### config.mk
export PLATFORM = sky130hd
export DESIGN_NAME = nic_ctl_block
export DESIGN_NICKNAME = d
export VERILOG_FILES = /design/src/rtl/nicctl_pkg.sv /design/src/rtl/nicctl_status.sv /design/src/rtl/nicctl_cmdfield.sv /design/src/rtl/nic_ctl_block.sv
export SDC_FILE = /design/constraint.sdc
export NUM_CORES = 1
export LEC_CHECK = 0
export ABC_AREA = 1
export BUFFER_PORTS_ARGS = -buffer_cell sky130_fd_sc_hd__buf_2
export CORE_MARGIN = 2
export CORE_UTILIZATION = 50
export CTS_BUF_LIST = sky130_fd_sc_hd__clkbuf_8
export DETAILED_ROUTE_END_ITERATION = 8
export PLACE_DENSITY = 0.85
export SYNTH_ARGS = -nofsm -noshare
export SYNTH_HDL_FRONTEND = slang
export SYNTH_SLANG_ARGS = --single-unit
### constraint.sdc
create_clock -name clk -period 1.4 [get_ports clk]
set_clock_uncertainty 0.1 [all_clocks]
set_input_delay 0 -clock clk [delete_from_list [all_inputs] [get_ports clk]]
set_output_delay 0 -clock clk [all_outputs]
set_load 0.005 [all_outputs]
### src/rtl/nicctl_pkg.sv
package nicctl_pkg;
   // word addresses inside the register window
   localparam int OFS_CTRL = 0;
   localparam int OFS_PTR  = 1;
   localparam int OFS_PORT = 2;
   // command field widths, fixed by the word-0 layout
   localparam int CU_W = 4;
   localparam int RU_W = 3;
   // upper status byte: bit 1 (status bit 9) is reserved
   localparam logic [7:0] EVT_KEEP = 8'hFD;
   // position of the software-interrupt flag inside the upper byte
   localparam int SWI_IDX = 2;
endpackage

### src/rtl/nicctl_status.sv
module nicctl_status
   import nicctl_pkg::*;
(
   input  logic       clk,
   input  logic       rst_n,
   input  logic [7:0] evt_i,
   input  logic       clr_en_i,
   input  logic [7:0] clr_bits_i,
   input  logic       swi_set_i,
   input  logic       mask_i,
   output logic [7:0] pend_o,
   output logic       irq_o
);
   logic [7:0] pend_q;
   logic [7:0] set_v;
   logic [7:0] clr_v;

   always_comb begin
      set_v = evt_i & EVT_KEEP;
      set_v[SWI_IDX] = set_v[SWI_IDX] | swi_set_i;
      clr_v = clr_en_i ? clr_bits_i : 8'h00;
   end

   always_ff @(posedge clk or negedge rst_n) begin
      if (!rst_n) pend_q <= '0;
      else        pend_q <= ((pend_q & ~clr_v) | set_v) & EVT_KEEP;
   end

   assign pend_o = pend_q;
   assign irq_o  = ((|pend_q) & ~mask_i) | pend_q[SWI_IDX];

   AST_EVT_WINS: assert property (@(posedge clk) disable iff (!rst_n)
      (set_v != 8'h00) |=> ((pend_q & $past(set_v)) == $past(set_v)));
   AST_CLR_TAKES: assert property (@(posedge clk) disable iff (!rst_n)
      (clr_v != 8'h00) |=> ((pend_q & $past(clr_v & ~set_v)) == 8'h00));
   AST_RSVD_LOW: assert property (@(posedge clk) disable iff (!rst_n)
      (evt_i[1]) |=> !pend_q[1]);
endmodule

### src/rtl/nicctl_cmdfield.sv
module nicctl_cmdfield #(
   parameter int W = 4
) (
   input  logic         clk,
   input  logic         rst_n,
   input  logic         wr_i,
   input  logic [W-1:0] wdata_i,
   input  logic         acc_i,
   output logic [W-1:0] cmd_o,
   output logic         valid_o
);
   logic [W-1:0] cmd_q;

   if (W < 1 || W > 8) begin : g_bad_w
      $error("nicctl_cmdfield: W must be 1..8");
   end

   always_ff @(posedge clk or negedge rst_n) begin
      if (!rst_n)                 cmd_q <= '0;
      else if (wr_i)              cmd_q <= wdata_i;
      else if (valid_o && acc_i)  cmd_q <= '0;
   end

   assign cmd_o   = cmd_q;
   assign valid_o = (cmd_q != '0);

   AST_CMD_HOLD: assert property (@(posedge clk) disable iff (!rst_n)
      (valid_o && !acc_i && !wr_i) |=> $stable(cmd_o));
   AST_CMD_DONE: assert property (@(posedge clk) disable iff (!rst_n)
      (valid_o && acc_i && !wr_i) |=> !valid_o);
   AST_WR_WINS: assert property (@(posedge clk) disable iff (!rst_n)
      (wr_i) |=> (cmd_o == $past(wdata_i)));
endmodule

### src/rtl/nic_ctl_block.sv
module nic_ctl_block
   import nicctl_pkg::*;
#(
   parameter int ADDR_W = 3,
   parameter int PTR_W  = 32,
   parameter int RD_REG = 1
) (
   input  logic              clk,
   input  logic              rst_n,
   input  logic              wr_en_i,
   input  logic              rd_en_i,
   input  logic [ADDR_W-1:0] addr_i,
   input  logic [31:0]       wdata_i,
   input  logic [3:0]        be_i,
   output logic [31:0]       rdata_o,
   output logic              irq_o,
   output logic [CU_W-1:0]   cu_cmd_o,
   output logic              cu_valid_o,
   input  logic              cu_accept_i,
   output logic [RU_W-1:0]   ru_cmd_o,
   output logic              ru_valid_o,
   input  logic              ru_accept_i,
   output logic [PTR_W-1:0]  ptr_o,
   input  logic [1:0]        cu_state_i,
   input  logic [3:0]        ru_state_i,
   input  logic [7:0]        evt_i,
   output logic              port_valid_o,
   output logic [31:0]       port_data_o
);
   localparam int PTR_BYTES = PTR_W / 8;
   localparam logic [ADDR_W-1:0] A_CTRL = ADDR_W'(OFS_CTRL);
   localparam logic [ADDR_W-1:0] A_PTR  = ADDR_W'(OFS_PTR);
   localparam logic [ADDR_W-1:0] A_PORT = ADDR_W'(OFS_PORT);

   if (ADDR_W < 2) begin : g_bad_addr
      $error("nic_ctl_block: ADDR_W must reach three words");
   end
   if (PTR_W < 8 || PTR_W > 32 || (PTR_W % 8) != 0) begin : g_bad_ptr
      $error("nic_ctl_block: PTR_W must be 8, 16, 24 or 32");
   end
   if (RD_REG != 0 && RD_REG != 1) begin : g_bad_rd
      $error("nic_ctl_block: RD_REG must be 0 or 1");
   end

   // ---------------- decode ----------------
   logic wr_ctl, wr_ptr, wr_port;
   assign wr_ctl  = wr_en_i && (addr_i == A_CTRL);
   assign wr_ptr  = wr_en_i && (addr_i == A_PTR);
   assign wr_port = wr_en_i && (addr_i == A_PORT) && (be_i == 4'hF);

   // ---------------- control word fields ----------------
   logic       mask_q;
   logic       swi_set;
   logic [7:0] pend;

   always_ff @(posedge clk or negedge rst_n) begin
      if (!rst_n)                  mask_q <= 1'b0;
      else if (wr_ctl && be_i[3])  mask_q <= wdata_i[24];
   end
   assign swi_set = wr_ctl && be_i[3] && wdata_i[25];

   nicctl_status u_status (
      .clk        (clk),
      .rst_n      (rst_n),
      .evt_i      (evt_i),
      .clr_en_i   (wr_ctl && be_i[1]),
      .clr_bits_i (wdata_i[15:8]),
      .swi_set_i  (swi_set),
      .mask_i     (mask_q),
      .pend_o     (pend),
      .irq_o      (irq_o)
   );

   nicctl_cmdfield #(.W(CU_W)) u_cu (
      .clk     (clk),
      .rst_n   (rst_n),
      .wr_i    (wr_ctl && be_i[2]),
      .wdata_i (wdata_i[23:20]),
      .acc_i   (cu_accept_i),
      .cmd_o   (cu_cmd_o),
      .valid_o (cu_valid_o)
   );

   nicctl_cmdfield #(.W(RU_W)) u_ru (
      .clk     (clk),
      .rst_n   (rst_n),
      .wr_i    (wr_ctl && be_i[2]),
      .wdata_i (wdata_i[18:16]),
      .acc_i   (ru_accept_i),
      .cmd_o   (ru_cmd_o),
      .valid_o (ru_valid_o)
   );

   // ---------------- pointer, one register per byte lane ----------------
   logic [PTR_W-1:0] ptr_q;
   for (genvar g = 0; g < PTR_BYTES; g++) begin : g_ptr_lane
      always_ff @(posedge clk or negedge rst_n) begin
         if (!rst_n)                  ptr_q[g*8 +: 8] <= 8'h00;
         else if (wr_ptr && be_i[g])  ptr_q[g*8 +: 8] <= wdata_i[g*8 +: 8];
      end
   end
   assign ptr_o = ptr_q;

   // ---------------- port strobe ----------------
   logic        port_v_q;
   logic [31:0] port_d_q;
   always_ff @(posedge clk or negedge rst_n) begin
      if (!rst_n) begin
         port_v_q <= 1'b0;
         port_d_q <= '0;
      end else begin
         port_v_q <= wr_port;
         if (wr_port) port_d_q <= wdata_i;
      end
   end
   assign port_valid_o = port_v_q;
   assign port_data_o  = port_d_q;

   // ---------------- read path ----------------
   logic [31:0] word0;
   logic [31:0] rd_mux;
   assign word0 = {6'b0, 1'b0, mask_q, cu_cmd_o, 1'b0, ru_cmd_o,
                   pend, cu_state_i, ru_state_i, 2'b00};

   always_comb begin
      if (addr_i == A_CTRL)     rd_mux = word0;
      else if (addr_i == A_PTR) rd_mux = 32'(ptr_q);
      else                      rd_mux = 32'h0;
   end

   if (RD_REG == 1) begin : g_rd_reg
      logic [31:0] rdata_q;
      always_ff @(posedge clk or negedge rst_n) begin
         if (!rst_n)       rdata_q <= '0;
         else if (rd_en_i) rdata_q <= rd_mux;
      end
      assign rdata_o = rdata_q;
   end else begin : g_rd_comb
      assign rdata_o = rd_en_i ? rd_mux : 32'h0;
   end

   // ---------------- checks at the block boundary ----------------
   AST_IRQ_MASKED: assert property (@(posedge clk) disable iff (!rst_n)
      (mask_q && !pend[SWI_IDX]) |-> !irq_o);
   AST_SWI_RAISES: assert property (@(posedge clk) disable iff (!rst_n)
      (swi_set) |=> irq_o);
   AST_PORT_ONESHOT: assert property (@(posedge clk) disable iff (!rst_n)
      (port_valid_o) |-> $past(wr_en_i && be_i == 4'hF));
endmodule

## Yosys cells after proc, flatten, opt, wreduce, memory -nomap -nowiden

Index checks and enable logic that the tools add are counted.

- Register bits: 112
- Bits of input ports: 59
- Output and inout bits: 107
- Word-level logic and storage cells: 48

- Eq/ne operators: 3
- Muxes and demuxes: 7
- Bitwise gates (word level): 7
- Reductions and logical operators: 20

Operators with widths:

| kind | count |
|---|---|
| $mux W32 | 2 |
| $logic_and A1 B1 Y1 | 14 |
| $and A8 B8 Y8 | 1 |
| $mux W4 | 2 |
| $mux W8 | 1 |
| $not A8 Y8 | 1 |
| $or A8 B8 Y8 | 1 |
| $reduce_or A7 Y1 | 1 |
| $mux W3 | 2 |
| $eq A4 B4 Y1 const B | 1 |
| $reduce_bool A2 Y1 | 2 |
| $reduce_bool A4 Y1 | 1 |
| $eq A3 B1 Y1 const B | 1 |
| $eq A3 B2 Y1 const B | 1 |
| $logic_not A3 Y1 | 1 |
| $reduce_bool A3 Y1 | 1 |
| $or A1 B1 Y1 | 2 |
| $and A1 B1 Y1 | 1 |
| $not A1 Y1 | 1 |

## Longest topological paths before layout

Gate-level depths: netlist of the first run.

- Depth after elaboration: 7
- Gate-level depth with buffers: 8
- Mapped depth without buffers: 7

## Modules after synthesis

A second synthesis of the first run with hierarchy kept.

- Cells, all modules: 590
- Area total of the unflattened synthesis: 4934.7 um2

Modules (own cells, without submodules):

| module | times used | cells an instance | area each (um2) | seq. area each (um2) |
|---|---|---|---|---|
| nic_ctl_block | 1 | 519 | 4329.2 | 2452.4 |
| nicctl_status | 1 | 33 | 300.3 | 175.2 |
| nicctl_cmdfield at u_cu | 1 | 21 | 171.4 | 100.1 |
| nicctl_cmdfield at u_ru | 1 | 17 | 133.9 | 75.1 |

## Worst setup path after synthesis of the first run

OpenSTA, ideal clock, no wires.

- Path kind: input to register
- From: in be_i[3]
- To: reg port_d_q[10] (netlist: port_data_o[10])
- Setup time: 116 ps
- Arrival time: 784 ps
- Required time: 1184 ps
- Setup slack: 399 ps
- Stages: 7
- Path buffers: 2
- Cell sequence: buf_2 > nand2_1 > nor2_2 > nand2_2 > buf_6 > nand2_1 > nand2_1

- Word-level cells in the longest chain between the ends: 2

RTL lines:

| item | RTL line | text |
|---|---|---|
| from (decl) | nic_ctl_block.sv:14 | `input logic [3:0] be_i,` |
| $eq A4 B4 Y1 | nic_ctl_block.sv:49 | `assign wr_port = wr_en_i && (addr_i == A_PORT) && (be_i == 4'hF);` |
| $logic_and A1 B1 Y1 | nic_ctl_block.sv:49 |  |
| to (signal assigned) | nic_ctl_block.sv:113 | `if (wr_port) port_d_q <= wdata_i;` |
| to (decl) | nic_ctl_block.sv:106 | `logic [31:0] port_d_q;` |

No other way between the ends.
A chain may end at the register's enable or synchronous reset.

## Final worst setup path of the first run

- From: reg u_status.pend_q[0] (netlist: u_status.pend_o[0])
- To: reg u_status.pend_q[0] (netlist: u_status.pend_o[0])

- Word-level cells in the longest chain between the ends: 2

RTL lines:

| item | RTL line | text |
|---|---|---|
| from (decl) | nicctl_status.sv:14 | `logic [7:0] pend_q;` |
| from (signal assigned) | nicctl_status.sv:26 | `else pend_q <= ((pend_q & ~clr_v) \| set_v) & EVT_KEEP;` |
| $and A8 B8 Y8 | nicctl_status.sv:26 |  |
| $or A8 B8 Y8 | nicctl_status.sv:26 |  |

No other way between the ends.

==> results of run 1 <==
==> worst max-delay path, cell delays in order (launching register included) <==
cell	delay, ps
dfrtp_1	420
o21ai_0	90
nand2_1	80
dlygate4sd3_1	570
==> cell families (layout without fill, tap and decap cells) <==
family,Yosys count,in the layout,share of synthesized area [%]
DFF,112,112,58.9
buffers and inverters,50,298,4.94
AOI/OAI and AO/OA,29,29,3.10
other,0,1,0
and+or+nand+nor,382,382,33.1
==> final timing paths <==
kind	cells past startpoint	to
worst max-delay path	3	u_status.pend_o[0]
worst min-delay path	2	port_data_o[23]
worst max register to register	3	u_status.pend_o[0]
worst min register to register	2	port_data_o[11]
max in group asynchronous	3	rdata_o[6]
min in group clk	5	ptr_o[19]
==> report_power, final <==
| part | switching (uW) | internal (uW) |
|---|---|---|
| clock | 1100 | 708 |
| combinational | 735 | 625 |
| sequential | 312 | 3590 |
| total | 2150 | 4920 |
==> stage by stage <==
stage / total power (uW) / setup WS [ps] / instance area [sq um] / hold slack (ps)
3_3_place_gp: 5090 / 218 / 5770 / -137
2_1_floorplan: 4360 / 399 / 4760 / -396
3_5_place_dp: 5140 / 176 / 5770 / -131
5_1_grt: 7420 / -54.5 / 6710 / 20.9
6_report: 7070 / 40.8 / 6710 / 12.0
4_1_cts: 7050 / 18.5 / 6670 / 7.30
==> area by class of cell <==
type,count,area (sq um)
fillers,676,2530
flip-flops and latches,112,2800
clock buffers,10,138
inverters,23,86.3
well taps,129,161
multi-input cells,411,1730
repair buffers,260,1750
clock inverters,5,40.0
diodes,1,2.50
==> per-layer routing <==
| metal | vias to the layer above | global-route usage (%) | wire [um] |
|---|---|---|---|
| li1 | 2283 | - | - |
| met1 | 2323 | 38.2 | 5980 |
| met2 | 296 | 50.3 | 7430 |
| met3 | 55 | 5.59 | 1110 |
| met4 | 0 | 13.1 | 616 |
| met5 | - | 0 | 0 |
==> cell usage after synthesis <==
| cell type | count | area, sq um |
|---|---|---|
| nand3_1 | 63 | 315 |
| nor3_1 | 1 | 5.00 |
| nor2_8 | 1 | 20.0 |
| nand4_1 | 2 | 12.5 |
| nand2_4 | 1 | 11.3 |
| clkbuf_1 | 9 | 33.8 |
| nor2_4 | 1 | 11.3 |
| dfrtp_1 | 112 | 2800 |
| o21bai_1 | 1 | 7.51 |
| inv_1 | 22 | 82.6 |
| o21ai_0 | 28 | 140 |
| inv_2 | 1 | 3.75 |
| nor2_2 | 1 | 6.26 |
| buf_6 | 4 | 45.0 |
| nand2_1 | 299 | 1120 |
| nor3_4 | 1 | 16.3 |
| nor2_1 | 8 | 30.0 |
| and3_1 | 1 | 6.26 |
| nand2_2 | 3 | 18.8 |
| buf_2 | 14 | 70.1 |
==> flip-flops by register name (all words and copies together) (netlist names) <==
| name | flops |
|---|---|
| u_ru.cmd_o | 3 |
| port_valid_o | 1 |
| port_data_o | 32 |
| ptr_o | 32 |
| u_cu.cmd_o | 4 |
| mask_q | 1 |
| rdata_o | 32 |
| u_status.pend_o | 7 |
==> repair_timing <==
item / in CTS / in global routing
hold buffers: 72 / 0
resized for setup: 0 / 5
endpoints found under the hold margin: 204 / 0
setup endpoints to repair: 0 / 16
buffers inserted: 0 / 4
==> qor.csv, run 1 <==
metric;value;unit
finalSetupViolCount;0;
ys_ff_latch;112;
required;1550;ps
end_kind;flop;
r2r_slack;40;ps
ir_drop;0.000625;V
crit_type;flop to flop;
layout_common_cells;299 x nand2_1, 163 x buf_2, 112 x dfrtp_1;
hold_viol_final;0;
clockBufferDepth;2;
dp.cells;859;
rows;35;
via_per_inst;5.21;
die_y;102;um
first_pass_iters;7;
place_hpwl;9960;um
clock_latency;360;ps
yosysWarnings;0;
die_area;0.0103;sq mm
port_buffers;164;
syn_area_per_cell;8.31;sq um
start_util;51.5;%
area_growth;40.9;%
fin_cells;951;
die_x;102;um
p_leak;0.00388;uW
synth_cell_type_count;20;
rsz0062_at_grt;yes;
cts_buffers;9;
htreeDepth;3;
crit_fanout;3;
worstSetupStartpoint;u_status.pend_o[0];
final_common_cell;nand2_1;
grt_pass1_wl;24000;um
cts_tree;built;
setup_tns;0;ps
max_cap_viol_count;0;
fin_crit;1360;ps
p_per_area;1050;mW/mm^2
r2r_start;u_status.pend_o[0];
overflow;0;
root_buffer;clkbuf_8;
cts_sinks;112;
worstMarginPinSlew;428;ps
grt_pass1_vias;4885;
maxSlewViolCount;0;
route.detailed.drc;0;
dr_total_vias;4957;
core;0.00924;sq mm
syn_inst;573;
drtAntennaViolNets;0;
fmax;0.736;GHz
grt_max_degree;37;
synth_nets;632;
ios;166;
grtUsageTotal;30.0;%
final_layout_size_suffix_gt1_share;26.1;%
crit_path_start_kind;flop;
post_drt_wl_per_cell;15.9;um
fin_nets;876;
fin_crit_sh;97.1;%
crit_arrival;1510;ps
outcome;completed;
wl;15100;um
holdCritPathClass;primary input to async pin;
slew_headroom;71.5;%
ys_seq_area_share;58.9;%
cts.clk_slew.worst_paths;100;ps
gp_congestion;0.900;
first_iter_violations;439;
antenna_found_initial;1;
utilization;72.6;%
syn_area;0.00476;sq mm
Note: power is estimated with default switching activity, not from simulation.
==> run 2: changes to the inputs <==
- CELL_PAD_IN_SITES_DETAIL_PLACEMENT: not set -> 2
- CELL_PAD_IN_SITES_GLOBAL_PLACEMENT: not set -> 2
- CORE_MARGIN: 2 -> 3
- CORE_UTILIZATION: 50 -> 31
- PLACE_DENSITY: 0.85 -> 0.92
==> run 2 against run 1 <==
  * The flow now finishes with violations (setup timing)
  * Critical path depth is 1 higher
  * Largest power group unchanged
  * Via count rose by 3.9%
  * Highest routed layer is now met5
  * Clock power increased by 5%
  * First-iteration DRC count decreased by 37%
  * Hold slack better by 45 ps
  * Critical path type is now flop to output pin
==> qor.csv, run 2 (same netlist as run 1, synthesis figures left out) <==
metric;value;unit;change
r2r_end;u_status.pend_o[7];;was u_status.pend_o[0]
seq_area;0.00280;sq mm;unchanged
maxSlewViolCount;0;;unchanged
rsz0062_at_grt;yes;;unchanged
end_kind;output pin;;was flop
slew_headroom;73.7;%;was 71.5%
final.setup.worst_slack;-38.1;ps;was 40.8 ps
finalSetupViolCount;1;;was 0
p_int;4990;uW;was 4920 uW
required;1300;ps;was 1550 ps
ir_drop;0.000619;V;was 0.000625 V
p_leak;0.00395;uW;was 0.00388 uW
timing.hold.ws;57.0;ps;was 12.0 ps
r2r_start;u_status.pend_o[7];;was u_status.pend_o[0]
ios;166;;unchanged
route.detailed.drc;0;;unchanged
dp.cells;915;;was 859
slowest_stage;dfrtp_1;;was dlygate4sd3_1
power.share.sequential;53.7;%;was 55.2%
wl;22900;um;was 15100 um
cts_sinks;112;;unchanged
fin_crit;1440;ps;was 1360 ps
rows;44;;was 35
clock_latency;390;ps;was 360 ps
grt_pass1_vias;5892;;was 4885
outcome;complete, but fails checks;;was completed
combPwrFrac;20.4;%;was 19.2%
layout_common_cells;299 x nand2_1, 163 x buf_2, 112 x dfrtp_1;;unchanged
overflow;0;;unchanged
p_switching;2360;uW;was 2150 uW
die_area;0.0169;sq mm;was 0.0103 sq mm
cts_buffers;9;;unchanged
p_per_area;1070;mW/mm^2;was 1050 mW/mm^2
cts_tree;built;;unchanged
via_per_inst;5.09;;was 5.21
worstMarginPinSlew;394;ps;was 428 ps
cp-endpoint;irq_o;;was u_status.pend_o[0]
root_buffer;clkbuf_8;;unchanged
die_x;130;um;was 102 um
start_util;32.3;%;was 51.5%
final_common_cell;nand2_1;;unchanged
crit_fanout;3;;unchanged
grt_pass1_wl;35000;um;was 24000 um
multi_input_area;0.00173;sq mm;about the same
path_buf_inv;1;;unchanged
place_hpwl;13900;um;was 9960 um
worstRegToRegCells;3;;unchanged
core;0.0148;sq mm;was 0.00924 sq mm
r2r_slack;70;ps;was 40 ps
cts.clk_slew.worst_paths;100;ps;about the same
crit_type;flop to output pin;;was flop to flop
hold_viol_final;0;;unchanged
netSwitchingFraction;32.1;%;was 30.4%
hp-start;be_i[3];;
crit_chain;nor2_1 -> and3_1 -> o21bai_1 -> buf_2;;was o21ai_0 -> nand2_1 -> dlygate4sd3_1
die_y;130;um;was 102 um
htreeDepth;3;;unchanged
crit_arrival;1340;ps;was 1510 ps
port_buffers;164;;unchanged
fmax;0.695;GHz;was 0.736 GHz
gp_congestion;0.808;;was 0.900
dr_total_vias;5148;;was 4957
max_cap_viol_count;0;;unchanged
fillers;1607;;was 676
crit_path_start_kind;flop;;unchanged
antenna_found_initial;4;;was 1
path_delay_family;flip-flops;;was buffers and inverters
first_iter_violations;277;;was 439
drtAntennaViolNets;0;;unchanged
clockBufferDepth;2;;unchanged
first_pass_iters;5;;was 7
fin_nets;882;;was 876
holdCritPathClass;primary input to flop;;was primary input to async pin
final_layout_size_suffix_gt1_share;26.4;%;was 26.1%
setup_tns;-38.1;ps;was 0 ps
fin_cells;1012;;was 951
post_drt_wl_per_cell;22.6;um;was 15.9 um
grt_max_degree;52;;was 37
power.share.clock;25.8;%;was 25.6%
area_growth;43.9;%;was 40.9%
max_stage_delay;440;ps;was 570 ps
fin_crit_sh;103;%;was 97.1%
fin_area;0.00685;sq mm;was 0.00671 sq mm
violations;setup timing;;
placedInstanceArea;0.00587;sq mm;was 0.00577 sq mm
path_depth;4;;was 3
worstSetupStartpoint;u_status.pend_o[0];;unchanged
grtUsageTotal;27.7;%;was 30.0%
-- run 2: changes by cell type in the layout (fill, tap and decap cells not counted), sizes merged --
cell          delta
inv              -1
clkinv           -2
dlymetal6s4s     +3
diode            +1
clkbuf           +2
buf              +8
dlygate4sd3      -5
-- run 2: per-layer routing --
layer  share of wire (%)  track usage, %  vias to the layer above
li1                    -               -                     2289
met1                  41            32.6                     2638
met2                  52            50.5                      166
met3                 3.5            4.38                       53
met4                 3.4            10.6                        2
met5               0.057               0                        -
-- run 2: per-stage QoR --
stage	power (uW)	worst slack, ps	utilization [%]
6_report	7350	-38.1	46.4
5_1_grt	7740	-116	46.4
4_1_cts	7260	2.45	45.9
3_5_place_dp	5270	56.7	39.8
3_3_place_gp	5140	159	39.8
2_1_floorplan	4360	399	-
-- run 2: layout make-up --
| cell class | count | share of cell area, % |
|---|---|---|
| Antenna cell | 2 | 0.0731 |
| Clock inverter | 2 | 0.110 |
| Inverter | 23 | 1.26 |
| Tap cell | 184 | 3.36 |
| Sequential cell | 112 | 40.9 |
| Timing Repair Buffer | 266 | 26.7 |
| Multi-Input combinational cell | 411 | 25.2 |
| Clock buffer | 12 | 2.41 |
-- run 2: what timing repair did --
action,4_1_cts,5_1_grt
buffers inserted,4,7
hold endpoints to repair,206,0
resized for setup,0,7
endpoints found under the setup margin,1,58
hold buffers,70,0
pin swaps,2,2
-- run 2: worst min-delay path by stage --
stage                      to  cells past startpoint
2_1_floorplan          mask_q                      0
3_3_place_gp   port_data_o[1]                      1
3_5_place_dp   port_data_o[0]                      1
4_1_cts              ptr_o[4]                      5
5_1_grt        port_data_o[1]                      5
6_report            ptr_o[25]                      3
-- run 2: power groups by stage --
stage               clock network [uW]  registers, uW  logic (uW)
floorplan                            0           3920         450
global placement                     0           3940        1200
detailed placement                   0           3970        1300
CTS                               1910           3910        1440
global route                      2080           3990        1670
finish                            1900           3950        1500
-- run 2: tightest hold or removal path, stage by stage --
cell and delay [ps]:
buf_2 180, nand2_2 200, o21ai_0 120
==> run 3: changes to the inputs <==
- SKIP_LAST_GASP: not set -> 1
==> run 3 against run 2 <==
  * Count of clock-buffer cells in the layout did not move
  * Global-route usage stayed put
  * First-iteration DRC count is 3.6% higher
  * The run still ends with setup timing left
  * Combinational power about the same
==> qor.csv, run 3 (same netlist as run 1, synthesis figures left out) <==
metric;value;unit;change
r2r_end;u_status.pend_o[0];;was u_status.pend_o[7]
crit_fanout;3;;unchanged
htreeDepth;3;;unchanged
final_layout_size_suffix_gt1_share;26.3;%;was 26.4%
grt_pass1_wl;35000;um;unchanged
crit_chain;nor2_1 -> and3_1 -> o21bai_1 -> buf_2;;unchanged
ir_drop;0.000893;V;was 0.000619 V
die_x;130;um;unchanged
cts_sinks;112;;unchanged
wl_met1;9220;um;was 9290 um
utilization;46.4;%;about the same
cts.clk_slew.worst_paths;100;ps;about the same
p_per_area;1070;mW/mm^2;about the same
cts_buffers;9;;unchanged
path_depth;4;;unchanged
grt_pass1_vias;5892;;unchanged
grtUsageTotal;27.7;%;unchanged
port_buffers;164;;unchanged
end_kind;output pin;;unchanged
r2r_start;u_status.pend_o[0];;was u_status.pend_o[7]
gp_congestion;0.808;;unchanged
final_common_cell;nand2_1;;unchanged
violations;setup timing;;unchanged
slowest_stage;dfrtp_1;;unchanged
first_pass_iters;4;;was 5
core;0.0148;sq mm;unchanged
fin_nets;882;;unchanged
layout_common_cells;299 x nand2_1, 163 x buf_2, 112 x dfrtp_1;;unchanged
dp.cells;915;;unchanged
crit_arrival;1320;ps;was 1340 ps
p_leak;0.00394;uW;was 0.00395 uW
finalSetupViolCount;1;;unchanged
fillers;1619;;was 1607
clockBufferDepth;2;;unchanged
wl;22800;um;was 22900 um
worstRegToRegCells;3;;unchanged
final.setup.worst_slack;-17.0;ps;was -38.1 ps
maxSlewViolCount;0;;unchanged
fin_crit_sh;101;%;was 103%
path_buf_inv;1;;unchanged
first_iter_violations;287;;was 277
cp-endpoint;irq_o;;unchanged
max_stage_delay;410;ps;was 440 ps
top_layer_used;met5;;unchanged
fin_cells;1012;;unchanged
clock_latency;400;ps;was 390 ps
overflow;0;;unchanged
r2r_slack;0;ps;was 70 ps
hold_viol_final;0;;unchanged
worstSetupStartpoint;u_status.pend_o[7];;was u_status.pend_o[0]
wl_met3;857;um;was 799 um
crit_path_start_kind;flop;;unchanged
route.detailed.drc;0;;unchanged
grt_max_degree;52;;unchanged
antenna_found_initial;4;;unchanged
fin_crit;1420;ps;was 1440 ps
outcome;complete, but fails checks;;unchanged
die_y;130;um;unchanged
holdCritPathClass;primary input to flop;;unchanged
setup_tns;-17.0;ps;was -38.1 ps
worstMarginPinSlew;395;ps;was 394 ps
fmax;0.706;GHz;was 0.695 GHz
dr_total_vias;5179;;was 5148
slew_headroom;73.7;%;about the same
required;1300;ps;about the same
max_cap_viol_count;0;;unchanged
start_util;32.3;%;unchanged
area_growth;43.7;%;was 43.9%
post_drt_wl_per_cell;22.6;um;about the same
wl_met2;12000;um;about the same
path_delay_family;flip-flops;;unchanged
crit_type;flop to output pin;;unchanged
rows;44;;unchanged
cts_tree;built;;unchanged
ios;166;;unchanged
rsz0062_at_grt;yes;;unchanged
power;7340;uW;was 7350 uW
die_area;0.0169;sq mm;unchanged
drtAntennaViolNets;0;;unchanged
root_buffer;clkbuf_8;;unchanged
preCtsSetupSlack;56.7;ps;unchanged
place_hpwl;13900;um;unchanged
via_per_inst;5.12;;was 5.09
run 3: changes by cell type in the layout (fill, tap and decap cells not counted), sizes merged:
cell / previous run / this run
dlygate4sd3: 67 / 69
dlymetal6s4s: 3 / 1
run 3: where the power goes:
| group | switching (uW) | internal (uW) |
|---|---|---|
| combinational | 863 | 636 |
| sequential | 361 | 3590 |
| clock | 1120 | 766 |
run 3: how the worst min path moves through the flow:
stage / from / endpoint / slack [ps] / cells after the start
floorplan: rst_n / mask_q / -400 / 0
global placement: rst_n / port_data_o[1] / -170 / 1
detailed placement: rst_n / port_data_o[0] / -160 / 1
CTS: addr_i[0] / ptr_o[4] / 10 / 5
global route: be_i[3] / ptr_o[25] / 70 / 3
finish: be_i[3] / ptr_o[25] / 50 / 3
run 3: final cells by class:
class	count	area, sq um	area share, %
antenna	2	5.00	0.0732
multi-input combinational	411	1720	25.2
clock buffer	12	165	2.41
tap	184	230	3.37
sequential	112	2800	41.0
clock inverter	2	7.51	0.110
inverter	23	86.3	1.26
timing repair buffer	266	1820	26.6
run 3: timing repair:
item / CTS / global route
hold buffers: 70 / 0
gates resized for setup: 0 / 3
hold endpoints to repair: 206 / 0
endpoints found under the setup margin: 1 / 58
setup buffers: 4 / 7
pin swaps: 2 / 2
cloned: 0 / 0
run 3: layer usage:
metal  track usage (%)  up-vias
li1                  -     2293
met1              32.6     2669
met2              50.5      165
met3              4.38       50
met4              10.6        2
met5                 0        -
run 3: through the flow:
stage,instance area [sq um],hold WS (ps)
6_report,6840,49.5
5_1_grt,6840,73.2
4_1_cts,6780,12.0
3_5_place_dp,5870,-161
3_3_place_gp,5870,-172
2_1_floorplan,4760,-396
run 3: tightest hold or removal path: cells and delay by family:
kind | cells | cell delay [ps]
simple gates | 1 | 200
buf+inv | 1 | 180
compound gates | 1 | 120
